===== config.mk =====
export PLATFORM = sky130hd
export DESIGN_NAME = regstk_top
export DESIGN_NICKNAME = d
export VERILOG_FILES = /design/src/rtl/regstk_pkg.sv /design/src/rtl/regstk_store.sv /design/src/rtl/regstk_ctrl.sv /design/src/rtl/regstk_top.sv
export SDC_FILE = /design/constraint.sdc
export NUM_CORES = 1
export LEC_CHECK = 0
export ABC_CLOCK_PERIOD_IN_PS = 3200
export BUFFER_PORTS_ARGS = -buffer_cell sky130_fd_sc_hd__buf_2
export CAP_MARGIN = 30
export CORE_ASPECT_RATIO = 0.6
export CORE_MARGIN = 2
export CORE_UTILIZATION = 35
export CTS_BUF_LIST = sky130_fd_sc_hd__clkbuf_4 sky130_fd_sc_hd__clkbuf_8 sky130_fd_sc_hd__clkbuf_16
export CTS_CLUSTER_DIAMETER = 120
export DETAILED_ROUTE_END_ITERATION = 8
export GPL_TIMING_DRIVEN = 0
export PLACE_DENSITY_LB_ADDON = 0.25
export SYNTH_ARGS = -nofsm -noshare
export SYNTH_HDL_FRONTEND = slang
export SYNTH_HIERARCHICAL = 1
export SYNTH_SLANG_ARGS = --single-unit

===== constraint.sdc =====
create_clock -name clk -period 3.2 [get_ports clk]
set_clock_uncertainty 0.1 [all_clocks]
set_input_delay 0.16 -clock clk [delete_from_list [all_inputs] [get_ports clk]]
set_output_delay 0.16 -clock clk [all_outputs]
set_load 0.02 [all_outputs]

===== src/rtl/regstk_pkg.sv =====
package regstk_pkg;

    typedef enum logic [2:0] {
        OP_IDLE,
        OP_PUSH,
        OP_POP,
        OP_REFUSE_PUSH,
        OP_REFUSE_POP
    } stk_op_e;

    typedef struct packed {
        logic full;
        logic empty;
    } stk_flags_t;

    function automatic stk_op_e classify_op(
        input logic       push,
        input logic       pop,
        input stk_flags_t flags
    );
        stk_op_e op;
        op = OP_IDLE;
        if (push && !pop) op = flags.full  ? OP_REFUSE_PUSH : OP_PUSH;
        if (pop && !push) op = flags.empty ? OP_REFUSE_POP  : OP_POP;
        return op;
    endfunction

endpackage


===== src/rtl/regstk_store.sv =====
module regstk_store #(
    parameter int DATA_W = 8,
    parameter int PTR_W  = 6
) (
    input  logic              clk,
    input  logic              wr_en,
    input  logic [PTR_W-1:0]  wr_addr,
    input  logic [DATA_W-1:0] wr_data,
    input  logic [PTR_W-1:0]  rd_addr,
    output logic [DATA_W-1:0] rd_data
);
    localparam int DEPTH = 1 << PTR_W;

    logic [DATA_W-1:0] cells [DEPTH];

    // One write-enabled register per location.
    for (genvar i = 0; i < DEPTH; i++) begin : g_cell
        always_ff @(posedge clk) begin
            if (wr_en && (wr_addr == PTR_W'(i))) cells[i] <= wr_data;
        end
    end

    assign rd_data = cells[rd_addr];

endmodule


===== src/rtl/regstk_ctrl.sv =====
module regstk_ctrl
    import regstk_pkg::*;
#(
    parameter int PTR_W = 6
) (
    input  logic             clk,
    input  logic             rst,
    input  logic             push_req,
    input  logic             pop_req,
    output logic [PTR_W-1:0] ptr,
    output stk_flags_t       flags,
    output logic             err,
    output logic             wr_en,
    output logic [PTR_W-1:0] wr_addr,
    output logic             rd_en
);
    stk_op_e          op;
    logic [PTR_W-1:0] ptr_inc;
    logic [PTR_W-1:0] ptr_dec;

    always_comb begin
        op      = classify_op(push_req, pop_req, flags);
        ptr_inc = ptr + PTR_W'(1);
        ptr_dec = ptr - PTR_W'(1);
        wr_en   = (op == OP_PUSH);
        wr_addr = ptr_inc;          // store at the advanced pointer
        rd_en   = (op == OP_POP);   // read at the current pointer
    end

    always_ff @(posedge clk) begin
        if (rst) begin
            ptr   <= '0;
            flags <= '{full: 1'b0, empty: 1'b1};
            err   <= 1'b0;
        end else begin
            err <= (op == OP_REFUSE_PUSH) || (op == OP_REFUSE_POP);
            unique case (op)
                OP_PUSH: begin
                    ptr         <= ptr_inc;
                    flags.empty <= 1'b0;
                    flags.full  <= (ptr_inc == '0);
                end
                OP_POP: begin
                    ptr         <= ptr_dec;
                    flags.full  <= 1'b0;
                    flags.empty <= (ptr_dec == '0);
                end
                default: ;
            endcase
        end
    end

endmodule


===== src/rtl/regstk_top.sv =====
module regstk_top
    import regstk_pkg::*;
#(
    parameter int DATA_W = 8,
    parameter int PTR_W  = 6
) (
    input  logic              clk,
    input  logic              rst,
    input  logic              push_req,
    input  logic              pop_req,
    input  logic [DATA_W-1:0] push_data,
    output logic [DATA_W-1:0] pop_data,
    output logic [PTR_W-1:0]  top_ptr,
    output logic              full,
    output logic              empty,
    output logic              err
);
    stk_flags_t        flags;
    logic              wr_en;
    logic              rd_en;
    logic [PTR_W-1:0]  wr_addr;
    logic [DATA_W-1:0] rd_word;

    regstk_ctrl #(.PTR_W(PTR_W)) u_ctrl (
        .clk      (clk),
        .rst      (rst),
        .push_req (push_req),
        .pop_req  (pop_req),
        .ptr      (top_ptr),
        .flags    (flags),
        .err      (err),
        .wr_en    (wr_en),
        .wr_addr  (wr_addr),
        .rd_en    (rd_en)
    );

    regstk_store #(.DATA_W(DATA_W), .PTR_W(PTR_W)) u_store (
        .clk     (clk),
        .wr_en   (wr_en),
        .wr_addr (wr_addr),
        .wr_data (push_data),
        .rd_addr (top_ptr),
        .rd_data (rd_word)
    );

    // Output data register: loads only on an accepted pop.
    always_ff @(posedge clk) begin
        if (rst)        pop_data <= '0;
        else if (rd_en) pop_data <= rd_word;
    end

    assign full  = flags.full;
    assign empty = flags.empty;

endmodule


==> out/metrics.yaml, run 1 <==
outcome:
  status: "finished clean"
pwr:
  leakage_nw: 7.326
  total_power_mw: 14.52
  power_density_mw_per_mm2: 593.6
  irDropWorstVdd_mv: 0.3480
floorplanning:
  core.rowCount: 69
  core-area_sq_mm: 0.05888
  fp.dieW_um: 318.4
  die-area_sq_mm: 0.06132
  initial_utilization: 0.3525
  ios: 29
  die-height_um: 192.6
synth:
  yosys_warnings: 6
  avgSynthCellArea_sq_um: 20.31
  synthesis.nets: 1038
  async_flop_share: 0
  synthFlopType: "edfxtp_1"
  netlist_instances: 1022
  synth-edff-count: 512
  synth_top_area_cell: "edfxtp_1"
  synthTopCellsByArea: "edfxtp_1 74%, mux4_2 14%, nor2_1 1.7%"
  synth.distinct_cells: 50
  ys_seq_elements: 529
  ys_seq_area_frac: 0.7572
  synthesis.area_sq_mm: 0.02075
  synth_top_area_frac: 0.7408
timing:
  tightest_slew_ns: 0.9421
  period_needed_ns: 3.181
  setup_ws_ns: 0.01858
  hold_viol_final: 0
  min_period_over_period: 0.9942
  max_freq_mhz: 314.3
  rsz0062_at_grt: "false"
  max-slew-margin-rel: 0.3719
  setup_violations: 0
  slew_viol_final: 0
  whs_ns: 0.006610
clock_network:
  clk_pin_slew_ns: 0.06
  cts_tree: "yes"
  numCtsBuffers: 49
  root_buffer: "clkbuf_16"
  htree_levels: 2
  insertion_delay_ns: 0.58
  cts_sinks: 529
  max-clock-path-buffers: 3
placed_design:
  hpwl_um: 36310
  gp_congestion: 0.8965
  place_ws_ns: -0.5254
  io_buffers: 27
  place_area_sq_mm: 0.02207
  place_inst: 1846
layout:
  nFillCells: 5161
  stdcell_count: 1955
  syn_to_final_growth_pct: 17.87
  multi_input_area_sq_mm: 0.005155
  final_area_sq_mm: 0.02446
  drive_above_1_share: 0.3356
  nNetsFinal: 1152
  seq_area_sq_mm: 0.01572
  diodes: 0
worst_setup_path:
  timing.rr.end: "pop_data[5]"
  worst_path_largest_cell_delay_ns: 0.58
  crit_path_end_kind: "flop"
  r2r-start: "u_ctrl/ptr[1]"
  startpoint: "u_ctrl/ptr[1]"
  crit_arrival_ns: 3.59
  critical-path-top-delay-family: "compound AO/OA/AOI/OAI gates"
  path_cells: "buf_4, buf_4, nand2_1, buf_2, o22ai_1, o32ai_1, o21ai_0, o2bb2ai_1, mux2i_1, nor2_1"
  endpoint: "pop_data[5]"
  crit_required_ns: 3.61
  cp_common_cell: "buf_4"
  regToRegSetupSlack_ns: 0.02
  crit_cells: 10
  cp_slowest_cell: "o32ai_1"
  path_max_fanout: 11
  worstPathBufferInverterCount: 3
  critPathKind: "reg2reg"
  crit_path_start_kind: "flop"
  reg2regPathDepth: 10
global_route:
  grt_remaining_overflow: 0
  grt_pass1_vias: 10500
  grt_use_total: 0.1728
  grt_pass1_wl_um: 75480
  grt_antenna_before_repair: 1
  grt_max_degree: 65
hold_path:
  worst_hold_path_type: "in2reg"
  hold_start: "push_data[5]"
routing:
  dr_total_vias: 10740
  via_per_inst: 5.493
  wl_per_cell_um: 26.96
  drc_errors: 0
  first_pass_iters: 5
  ant_nets: 0
  drt_iter0_drc: 1271
  wirelength_um: 52700
job:
  maxCapViolCount: 0
==> logic make-up after synthesis <==
logic type,share of synthesized area
adder cells (fa/ha/maj),0.002412
multiplexers,0.1566
XOR/XNOR,0.002954
AND/OR/NAND/NOR,0.03497
AO/OA/AOI/OAI,0.03014
buffers and inverters,0.01567
flip-flops,0.7572
==> worst min-delay path by stage <==
stage	cells after the start	to	slack [ns]
2_1_floorplan	0	u_store/cells[0][0]	0.16
3_3_place_gp	3	u_ctrl/err	0.35
3_5_place_dp	2	pop_data[5]	0.38
4_1_cts	5	u_ctrl/flags[1]	0.002
5_1_grt	5	u_ctrl/flags[1]	0.03
6_report	1	u_store/cells[54][5]	0.007
==> layout make-up <==
| class | instances | share of cell area |
|---|---|---|
| clock inverters | 29 | 0.01176 |
| inverters | 7 | 0.001074 |
| well taps | 781 | 0.03995 |
| flip-flops and latches | 529 | 0.6426 |
| plain buffers | 55 | 0.01361 |
| multi-input cells | 430 | 0.2107 |
| clock buffers | 60 | 0.05350 |
| repair buffers | 64 | 0.02680 |
==> flip-flops by register name (all words and copies together) (netlist names) <==
signal,count
pop_data,8
u_ctrl/err,1
u_ctrl/flags,2
u_ctrl/ptr,6
u_store/cells,512
==> cell usage after synthesis (5+ instances only) <==
| cell | number |
|---|---|
| buf_2 | 17 |
| mux2_2 | 14 |
| o21ai_1 | 7 |
| o2bb2ai_1 | 6 |
| buf_6 | 6 |
| nor2_1 | 96 |
| o32ai_1 | 7 |
| o221ai_1 | 6 |
| buf_4 | 6 |
| nand3_1 | 15 |
| nor2b_1 | 7 |
| edfxtp_1 | 512 |
| mux4_2 | 128 |
| mux2i_1 | 21 |
| a21oi_1 | 15 |
| dfxtp_1 | 17 |
| o21ai_0 | 16 |
| nand2_1 | 17 |
| clkbuf_1 | 23 |
| nand3b_1 | 5 |
| o22ai_1 | 21 |
==> metal layers <==
layer,global-route usage,up-vias,part of all wire,routed length (um)
li1,-,4469,-,-
met1,0.2688,5791,0.48,25460
met2,0.2230,404,0.39,20640
met3,0.06653,72,0.11,5552
met4,0.03901,2,0.018,971
met5,0,-,0.0013,70
==> timing repair <==
item / 4_1_cts / 5_1_grt
pin swaps: 3 / 10
endpoints found under the setup margin: 359 / 455
hold endpoints to repair: 45 / 4
setup buffers: 2 / 11
gates resized for setup: 60 / 87
hold buffers: 6 / 1
==> cells in the final DEF (no fill, tap or decap), types with 12 or more instances in the layout <==
| cell type | Yosys | routed |
|---|---|---|
| a21oi_1 | 15 | 15 |
| buf_12 | 0 | 18 |
| nand3_1 | 15 | 13 |
| nor2_1 | 96 | 41 |
| buf_2 | 17 | 40 |
| o22ai_1 | 21 | 17 |
| nand2_1 | 17 | 17 |
| o21ai_0 | 16 | 15 |
| edfxtp_1 | 512 | 512 |
| clkinv_1 | 0 | 13 |
| buf_4 | 6 | 21 |
| nor2_4 | 0 | 43 |
| nor2_2 | 0 | 12 |
| clkbuf_16 | 0 | 49 |
| mux2_2 | 14 | 14 |
| clkbuf_4 | 0 | 15 |
| mux2i_1 | 21 | 21 |
| clkbuf_1 | 23 | 14 |
| mux4_2 | 128 | 128 |
| dfxtp_1 | 17 | 14 |
==> power by group <==
| part | leakage [nW] | internal (mW) | total [mW] | switching (mW) |
|---|---|---|---|---|
| logic | 1.79 | 0.367 | 0.967 | 0.600 |
| clock network | 0.791 | 3.39 | 5.93 | 2.54 |
| registers | 4.74 | 7.61 | 7.63 | 0.0174 |
==> through the flow <==
step / setup TNS, ns / utilization
finish: 0 / 0.4155
global route: 0 / 0.4155
global placement: -45.44 / 0.3714
detailed placement: -56.73 / 0.3749
floorplan: 0 / -
CTS: -9.968 / 0.4067
No activity file was read; power rests on OpenSTA's default activity.
==> run 2: changes to the inputs <==
BUFFER_PORTS_ARGS = not set   (was -buffer_cell sky130_fd_sc_hd__buf_2)
DONT_BUFFER_PORTS = 1   (was not set)
==> run 2 against run 1 <==
Against the previous run: the flow now finishes with violations (negative setup slack); largest power group unchanged; register-to-register slack worse by 0.07 ns; non-clock buffer count down 34; highest routed layer is now met4; hold slack better by 0.043 ns; final cell count fell by 1.5%; first-iteration DRC count grew 20%; sequential share of layout area grew 0.43 points; sequential power barely moved; critical path depth shrank 3; worst setup slack lost 0.067 ns; via count decreased by 0.33%; die area stayed put; sequential cell count is the same.
==> out/metrics.yaml, run 2 (synthesis results as in run 1) <==
layout:
  final_area_sq_mm: 0.02431  # was 0.02446 sq mm
  final_common_cell: "edfxtp_1"  # unchanged
  nNetsFinal: 1119  # was 1152
  final_cell_mix: "512 x edfxtp_1, 128 x mux4_2, 53 x clkbuf_16"  # was 512 x edfxtp_1, 128 x mux4_2, 49 x clkbuf_16
  largest_reg_flops: 512  # unchanged
  drive_above_1_share: 0.3097  # was 0.3356
  syn_to_final_growth_pct: 17.12  # was 17.87%
  top_register: "u_store/cells"  # unchanged
  reg_top3: "u_store/cells (512), pop_data (8), u_ctrl/ptr (6)"  # unchanged
floorplanning:
  initial_utilization: 0.3525  # unchanged
  die-height_um: 192.6  # unchanged
  fp.dieW_um: 318.4  # unchanged
  die-area_sq_mm: 0.06132  # unchanged
  core-area_sq_mm: 0.05888  # unchanged
  ios: 29  # unchanged
  core.rowCount: 69  # unchanged
placed_design:
  place_area_sq_mm: 0.02174  # was 0.02207 sq mm
  io_buffers: 0  # was 27
  gp_congestion: 0.8548  # was 0.8965
  hpwl_um: 35360  # was 36310 um
worst_setup_path:
  crit_arrival_ns: 3.36  # was 3.59 ns
  path_max_fanout: 10  # was 11
  cp_slowest_cell: "nor2_2"  # was o32ai_1
  worst_path_largest_cell_delay_ns: 0.58  # about the same
  path_cells: "buf_2, nand4_1, or3_1, nand2_1, nand3_1, clkbuf_2, nor2_2"  # was buf_4, buf_4, nand2_1, buf_2, o22ai_1, o32ai_1, o21ai_0, o2bb2ai_1, mux2i_1, nor2_1
  critPathKind: "reg2reg"  # unchanged
  crit_path_start_kind: "flop"  # unchanged
  crit_path_end_kind: "flop"  # unchanged
  crit_required_ns: 3.31  # was 3.61 ns
timing:
  tightest_slew_ns: 1.019  # was 0.9421 ns
  max-slew-margin-rel: 0.3179  # was 0.3719
  hold_viol_final: 0  # unchanged
  max_freq_mhz: 307.8  # was 314.3 MHz
  setup_ws_ns: -0.04859  # was 0.01858 ns
  slew_viol_final: 0  # unchanged
  min_period_over_period: 1.015  # was 0.9942
  rsz0062_at_grt: "true"  # was false
  setup_violations: 24  # was 0
  period_needed_ns: 3.249  # was 3.181 ns
clock_network:
  cts_sinks: 529  # unchanged
  root_buffer: "clkbuf_16"  # unchanged
  clk_pin_slew_ns: 0.06  # about the same
  numCtsBuffers: 50  # was 49
  cts_tree: "yes"  # unchanged
  max-clock-path-buffers: 3  # unchanged
  insertion_delay_ns: 0.58  # about the same
  htree_levels: 2  # unchanged
global_route:
  use_met1: 0.2812  # was 0.2688
  grt_pass1_vias: 10320  # was 10500
  grt_pass1_wl_um: 75880  # was 75480 um
  grt_use_total: 0.1745  # was 0.1728
  grtUsageMet3: 0.06150  # was 0.06653
  gr-max-usage-layer: "met1"  # unchanged
  grt_antenna_before_repair: 2  # was 1
  grt_use_met2: 0.2188  # was 0.2230
  grt_remaining_overflow: 0  # unchanged
  grt_max_degree: 65  # unchanged
outcome:
  status: "complete, but fails checks"  # was finished clean
  failed_checks: "negative setup slack"
job:
  maxCapViolCount: 0  # unchanged
routing:
  ant_nets: 0  # unchanged
  drc_errors: 0  # unchanged
  drt_iter0_drc: 1519  # was 1271
  first_pass_iters: 5  # unchanged
  wl_per_cell_um: 27.83  # was 26.96 um
  dr_total_vias: 10700  # was 10740
  via_per_inst: 5.560  # was 5.493
  wirelength_um: 53570  # was 52700 um
pwr:
  leakage_nw: 7.211  # was 7.326 nW
  power_density_mw_per_mm2: 611.7  # was 593.6 mW/mm^2
  total_power_mw: 14.87  # was 14.52 mW
  irDropWorstVdd_mv: 0.3689  # was 0.3480 mV
hold_path:
  worst_hold_path_type: "in2reg"  # unchanged
run 2: worst max-delay path, delay by kind of cell (launching register included):
family                 cells  cell delay, ns
and+or+nand+nor            5            1.65
DFF                        1            0.45
buffers and inverters      2            0.66
run 2: final timing paths:
check,cells past startpoint,slack [ns],from,to
setup / recovery,7,-0.05,u_ctrl/ptr[2],u_store/cells[62][1]
hold / removal,4,0.05,pop_req,u_ctrl/flags[0]
setup reg to reg,7,-0.05,u_ctrl/ptr[2],u_store/cells[62][1]
hold reg to reg,2,0.49,u_ctrl/flags[1],u_ctrl/flags[1]
run 2: stage by stage:
stage,utilization,worst slack [ns],setup TNS [ns],std cells,hold WS (ns)
detailed placement,0.3692,-0.5883,-137.69,1804,0.1660
floorplan,-,0.3265,0,1022,0.1589
finish,0.4128,-0.04859,-0.5381,1925,0.04975
global route,0.4128,-0.1695,-6.547,1924,0.08039
CTS,0.4088,-0.1643,-11.64,1917,0.005655
global placement,0.3691,-0.5938,-118.77,1803,0.1643
run 2: what timing repair did:
action	4_1_cts	5_1_grt
endpoints found under the hold margin	529	0
pin swaps	1	2
hold buffers	21	0
setup buffers	1	5
endpoints found under the setup margin	511	350
resized for setup	81	55
run 2: per-layer routing:
metal | share of wire | wire, um
met1 | 0.50 | 26600
met2 | 0.38 | 20390
met3 | 0.11 | 5760
met4 | 0.015 | 826
met5 | 0 | 0
run 2: power breakdown:
| part | total [mW] | switching, mW | internal, mW |
|---|---|---|---|
| registers | 7.64 | 0.0291 | 7.61 |
| logic | 0.969 | 0.601 | 0.369 |
| clock network | 6.26 | 2.61 | 3.65 |
| total | 14.9 | 3.24 | 11.6 |
run 2: final cells by class:
class | count | area [sq um]
Tap cell | 781 | 977.2
Timing Repair Buffer | 30 | 442.9
Fill cell | 5172 | 34570
Buffer | 55 | 341.6
Multi-Input combinational cell | 430 | 5071
Inverter | 7 | 26.28
Sequential cell | 529 | 15720
Clock buffer | 61 | 1386
Antenna cell | 1 | 2.502
Clock inverter | 31 | 335.3
==> run 3: changes to the inputs <==
ABC_AREA = 1   (was not set)
==> run 3 against run 2 <==
Against the previous run: the flow still finishes with violations (negative setup slack); utilization is 0.64 points lower; power is 7.5% higher; non-clock buffer count is 69 higher; critical path depth is 5 higher; critical path type unchanged; critical endpoint is now pop_data[5]; largest cell class unchanged; largest power group unchanged.
==> out/metrics.yaml, run 3 <==
synth:
  yosys_warnings: 6  # unchanged
  synthFlopType: "edfxtp_1"  # unchanged
  synth_top_area_cell: "edfxtp_1"  # unchanged
  synthAdderAreaFrac: 0.002255  # was 0.002412
  synth.mux.area_fraction: 0  # was 0.1566
  yosys.area_share.simple: 0.2407  # was 0.03497
  synthesis.nets: 1989  # was 1038
  synthesis.area_sq_mm: 0.02220  # was 0.02075 sq mm
  synth_most_common_cell: "nand2_1"  # was edfxtp_1
  synth_compound_area_frac: 0.003890  # was 0.03014
  synth_top_area_frac: 0.6927  # was 0.7408
  synth.distinct_cells: 31  # was 50
  async_flop_share: 0  # unchanged
  synthTopCellsByArea: "edfxtp_1 69%, nand2_1 12%, nand3_1 10%"  # was edfxtp_1 74%, mux4_2 14%, nor2_1 1.7%
  avgSynthCellArea_sq_um: 11.25  # was 20.31 sq um
  ys_seq_elements: 529  # unchanged
  netlist_instances: 1973  # was 1022
  synth_top_family_by_area: "simple AND/OR/NAND/NOR gates"  # was multiplexers
  synth-edff-count: 512  # unchanged
  synth-xor-area-share: 0.0007892  # was 0.002954
  synthTopCellsByCount: "710 x nand2_1, 512 x edfxtp_1, 444 x nand3_1"  # was 512 x edfxtp_1, 128 x mux4_2, 96 x nor2_1
  ys_seq_area_frac: 0.7080  # was 0.7572
global_route:
  grt_pass1_vias: 14120  # was 10320
  grt_max_degree: 65  # unchanged
  grt_antenna_before_repair: 0  # was 2
  grt_remaining_overflow: 0  # unchanged
  grt_use_total: 0.2163  # was 0.1745
  grt_pass1_wl_um: 100600  # was 75880 um
clock_network:
  max-clock-path-buffers: 3  # unchanged
  cts_tree: "yes"  # unchanged
  clk_pin_slew_ns: 0.07  # was 0.06 ns
  post_cts_buffers: 0  # was 1
  root_buffer: "clkbuf_16"  # unchanged
  numCtsBuffers: 47  # was 50
  htree_levels: 2  # unchanged
  cts_sinks: 529  # unchanged
  insertion_delay_ns: 0.59  # was 0.58 ns
placed_design:
  place_inst: 2826  # was 1804
  gp_congestion: 0.9562  # was 0.8548
  io_buffers: 0  # unchanged
  hpwl_um: 48430  # was 35360 um
  place_area_sq_mm: 0.02338  # was 0.02174 sq mm
outcome:
  failed_checks: "negative setup slack"  # unchanged
  status: "complete, but fails checks"  # unchanged
layout:
  syn_to_final_growth_pct: 14.83  # was 17.12%
  stdcell_count: 2935  # was 1925
  nNetsFinal: 2075  # was 1119
  drive_above_1_share: 0.1207  # was 0.3097
  reg_top3: "u_store/cells (512), pop_data (8), u_ctrl/ptr (6)"  # unchanged
  final_cell_mix: "710 x nand2_1, 512 x edfxtp_1, 443 x nand3_1"  # was 512 x edfxtp_1, 128 x mux4_2, 53 x clkbuf_16
  final_area_sq_mm: 0.02549  # was 0.02431 sq mm
  top_register: "u_store/cells"  # unchanged
  nFillCells: 6013  # was 5172
  diodes: 0  # was 1
  final_common_cell: "nand2_1"  # was edfxtp_1
  largest_reg_flops: 512  # unchanged
routing:
  drt_iter0_drc: 2308  # was 1519
  wirelength_um: 70980  # was 53570 um
  via_per_inst: 5.340  # was 5.560
  wl_per_cell_um: 24.18  # was 27.83 um
  ant_nets: 0  # unchanged
  dr_total_vias: 15670  # was 10700
  first_pass_iters: 5  # unchanged
  drc_errors: 0  # unchanged
worst_setup_path:
  reg2regPathDepth: 12  # was 7
  critPathKind: "reg2reg"  # unchanged
  crit_path_end_kind: "flop"  # unchanged
  crit_path_start_kind: "flop"  # unchanged
  endpoint: "pop_data[5]"  # was u_store/cells[62][1]
  startpoint: "u_ctrl/ptr[2]"  # unchanged
  crit_arrival_ns: 3.64  # was 3.36 ns
  path_max_fanout: 10  # unchanged
  r2r-start: "u_ctrl/ptr[2]"  # unchanged
  regToRegSetupSlack_ns: -0.02  # was -0.05 ns
  timing.rr.end: "pop_data[5]"  # was u_store/cells[62][1]
  crit_required_ns: 3.62  # was 3.31 ns
hold_path:
  worst_hold_path_type: "in2reg"  # unchanged
timing:
  whs_ns: 0.2344  # was 0.04975 ns
  max_freq_mhz: 310.6  # was 307.8 MHz
  min_period_over_period: 1.006  # was 1.015
  hold_viol_final: 0  # unchanged
  setup_violations: 9  # was 24
  slew_viol_final: 0  # unchanged
  max-slew-margin-rel: 0.2929  # was 0.3179
  rsz0062_at_grt: "true"  # unchanged
  tightest_slew_ns: 1.057  # was 1.019 ns
  fin_setup_tns_ns: -0.07632  # was -0.5381 ns
  setup_ws_ns: -0.01997  # was -0.04859 ns
  period_needed_ns: 3.220  # was 3.249 ns
floorplanning:
  fp.dieW_um: 329.1  # was 318.4 um
  core.rowCount: 71  # was 69
  die-area_sq_mm: 0.06551  # was 0.06132 sq mm
  initial_utilization: 0.3539  # was 0.3525
  die-height_um: 199.1  # was 192.6 um
  core-area_sq_mm: 0.06272  # was 0.05888 sq mm
  ios: 29  # unchanged
pwr:
  irDropWorstVdd_mv: 0.4003  # was 0.3689 mV
  power_density_mw_per_mm2: 626.9  # was 611.7 mW/mm^2
  total_power_mw: 15.98  # was 14.87 mW
  leakage_nw: 9.171  # was 7.211 nW
job:
  maxCapViolCount: 0  # unchanged
==> run 3: cell count changes after synthesis, sizes merged, moves of 18 or more <==
| cell | before | now |
|---|---|---|
| nand2 | 17 | 715 |
| nand3 | 15 | 445 |
| mux4 | 128 | 0 |
| buf | 33 | 103 |
| inv | 7 | 44 |
| mux2i | 21 | 0 |
| o22ai | 21 | 0 |
| o21ai | 23 | 5 |
==> run 3: cells by family (layout without fill, tap and decap cells) <==
logic type      Yosys count  in the layout
simple gates           1261           1261
flops                   529            529
buf+inv                 162            285
compound gates           15             15
fa+ha+maj                 4              4
xor+xnor                  2              2
==> run 3: timing repair <==
item                                    4_1_cts  5_1_grt
hold buffers                                 23        0
endpoints found under the hold margin       529        0
endpoints found under the setup margin      359      351
resized for setup                            16       34
==> run 3: power breakdown <==
group / internal, mW / total [mW] / switching [mW]
Combinational: 0.619 / 2.30 / 1.68
Clock: 3.43 / 6.01 / 2.58
Sequential: 7.62 / 7.67 / 0.0484
Total: 11.7 / 16.0 / 4.30
==> run 3: through the flow <==
step	util	setup WS, ns
2_1_floorplan	-	0.6869
3_3_place_gp	0.3706	-0.5257
3_5_place_dp	0.3727	-0.4826
4_1_cts	0.4050	-0.1014
5_1_grt	0.4064	-0.1224
6_report	0.4064	-0.01997
==> run 3: worst min path at each step <==
stage	start	endpoint	slack, ns	cells after the start
finish	pop_req	u_ctrl/err	0.23	3
global route	pop_req	u_ctrl/err	0.25	3
CTS	pop_req	u_ctrl/err	0.21	3
detailed placement	rst	u_ctrl/ptr[4]	0.13	1
global placement	rst	u_ctrl/err	0.13	1
floorplan	rst	u_ctrl/err	0.13	1
==> run 3: worst max-delay path, stage by stage, from the launching register on <==
cell and delay (ns):
dfxtp_1 0.54, buf_2 0.46, buf_1 0.78, nand3_1 0.39
nand2_1 0.18, nand2_1 0.08, nand3_1 0.09, nand3_1 0.12
nand2_1 0.15, inv_1 0.05, nand2_1 0.05, nand2_1 0.05
nor2_1 0.08
==> run 3: layout make-up <==
class                   instances  area, sq um  share of cell area
well taps                     839         1050             0.04119
multi-input cells            1282         5615              0.2203
clock inverters                26        320.3             0.01257
inverters                      45        175.2            0.006873
clock buffers                  60         1291             0.05066
flip-flops and latches        529        15720              0.6167
plain buffers                 117        814.5             0.03196
repair buffers                 37        501.7             0.01969
==> run 3: per-layer routing <==
metal	up-vias	share of wire	global-route usage
met1	7792	0.48	0.3548
met5	-	0	0
li1	6999	-	-
met3	87	0.12	0.05142
met2	794	0.38	0.2846
met4	0	0.016	0.03838
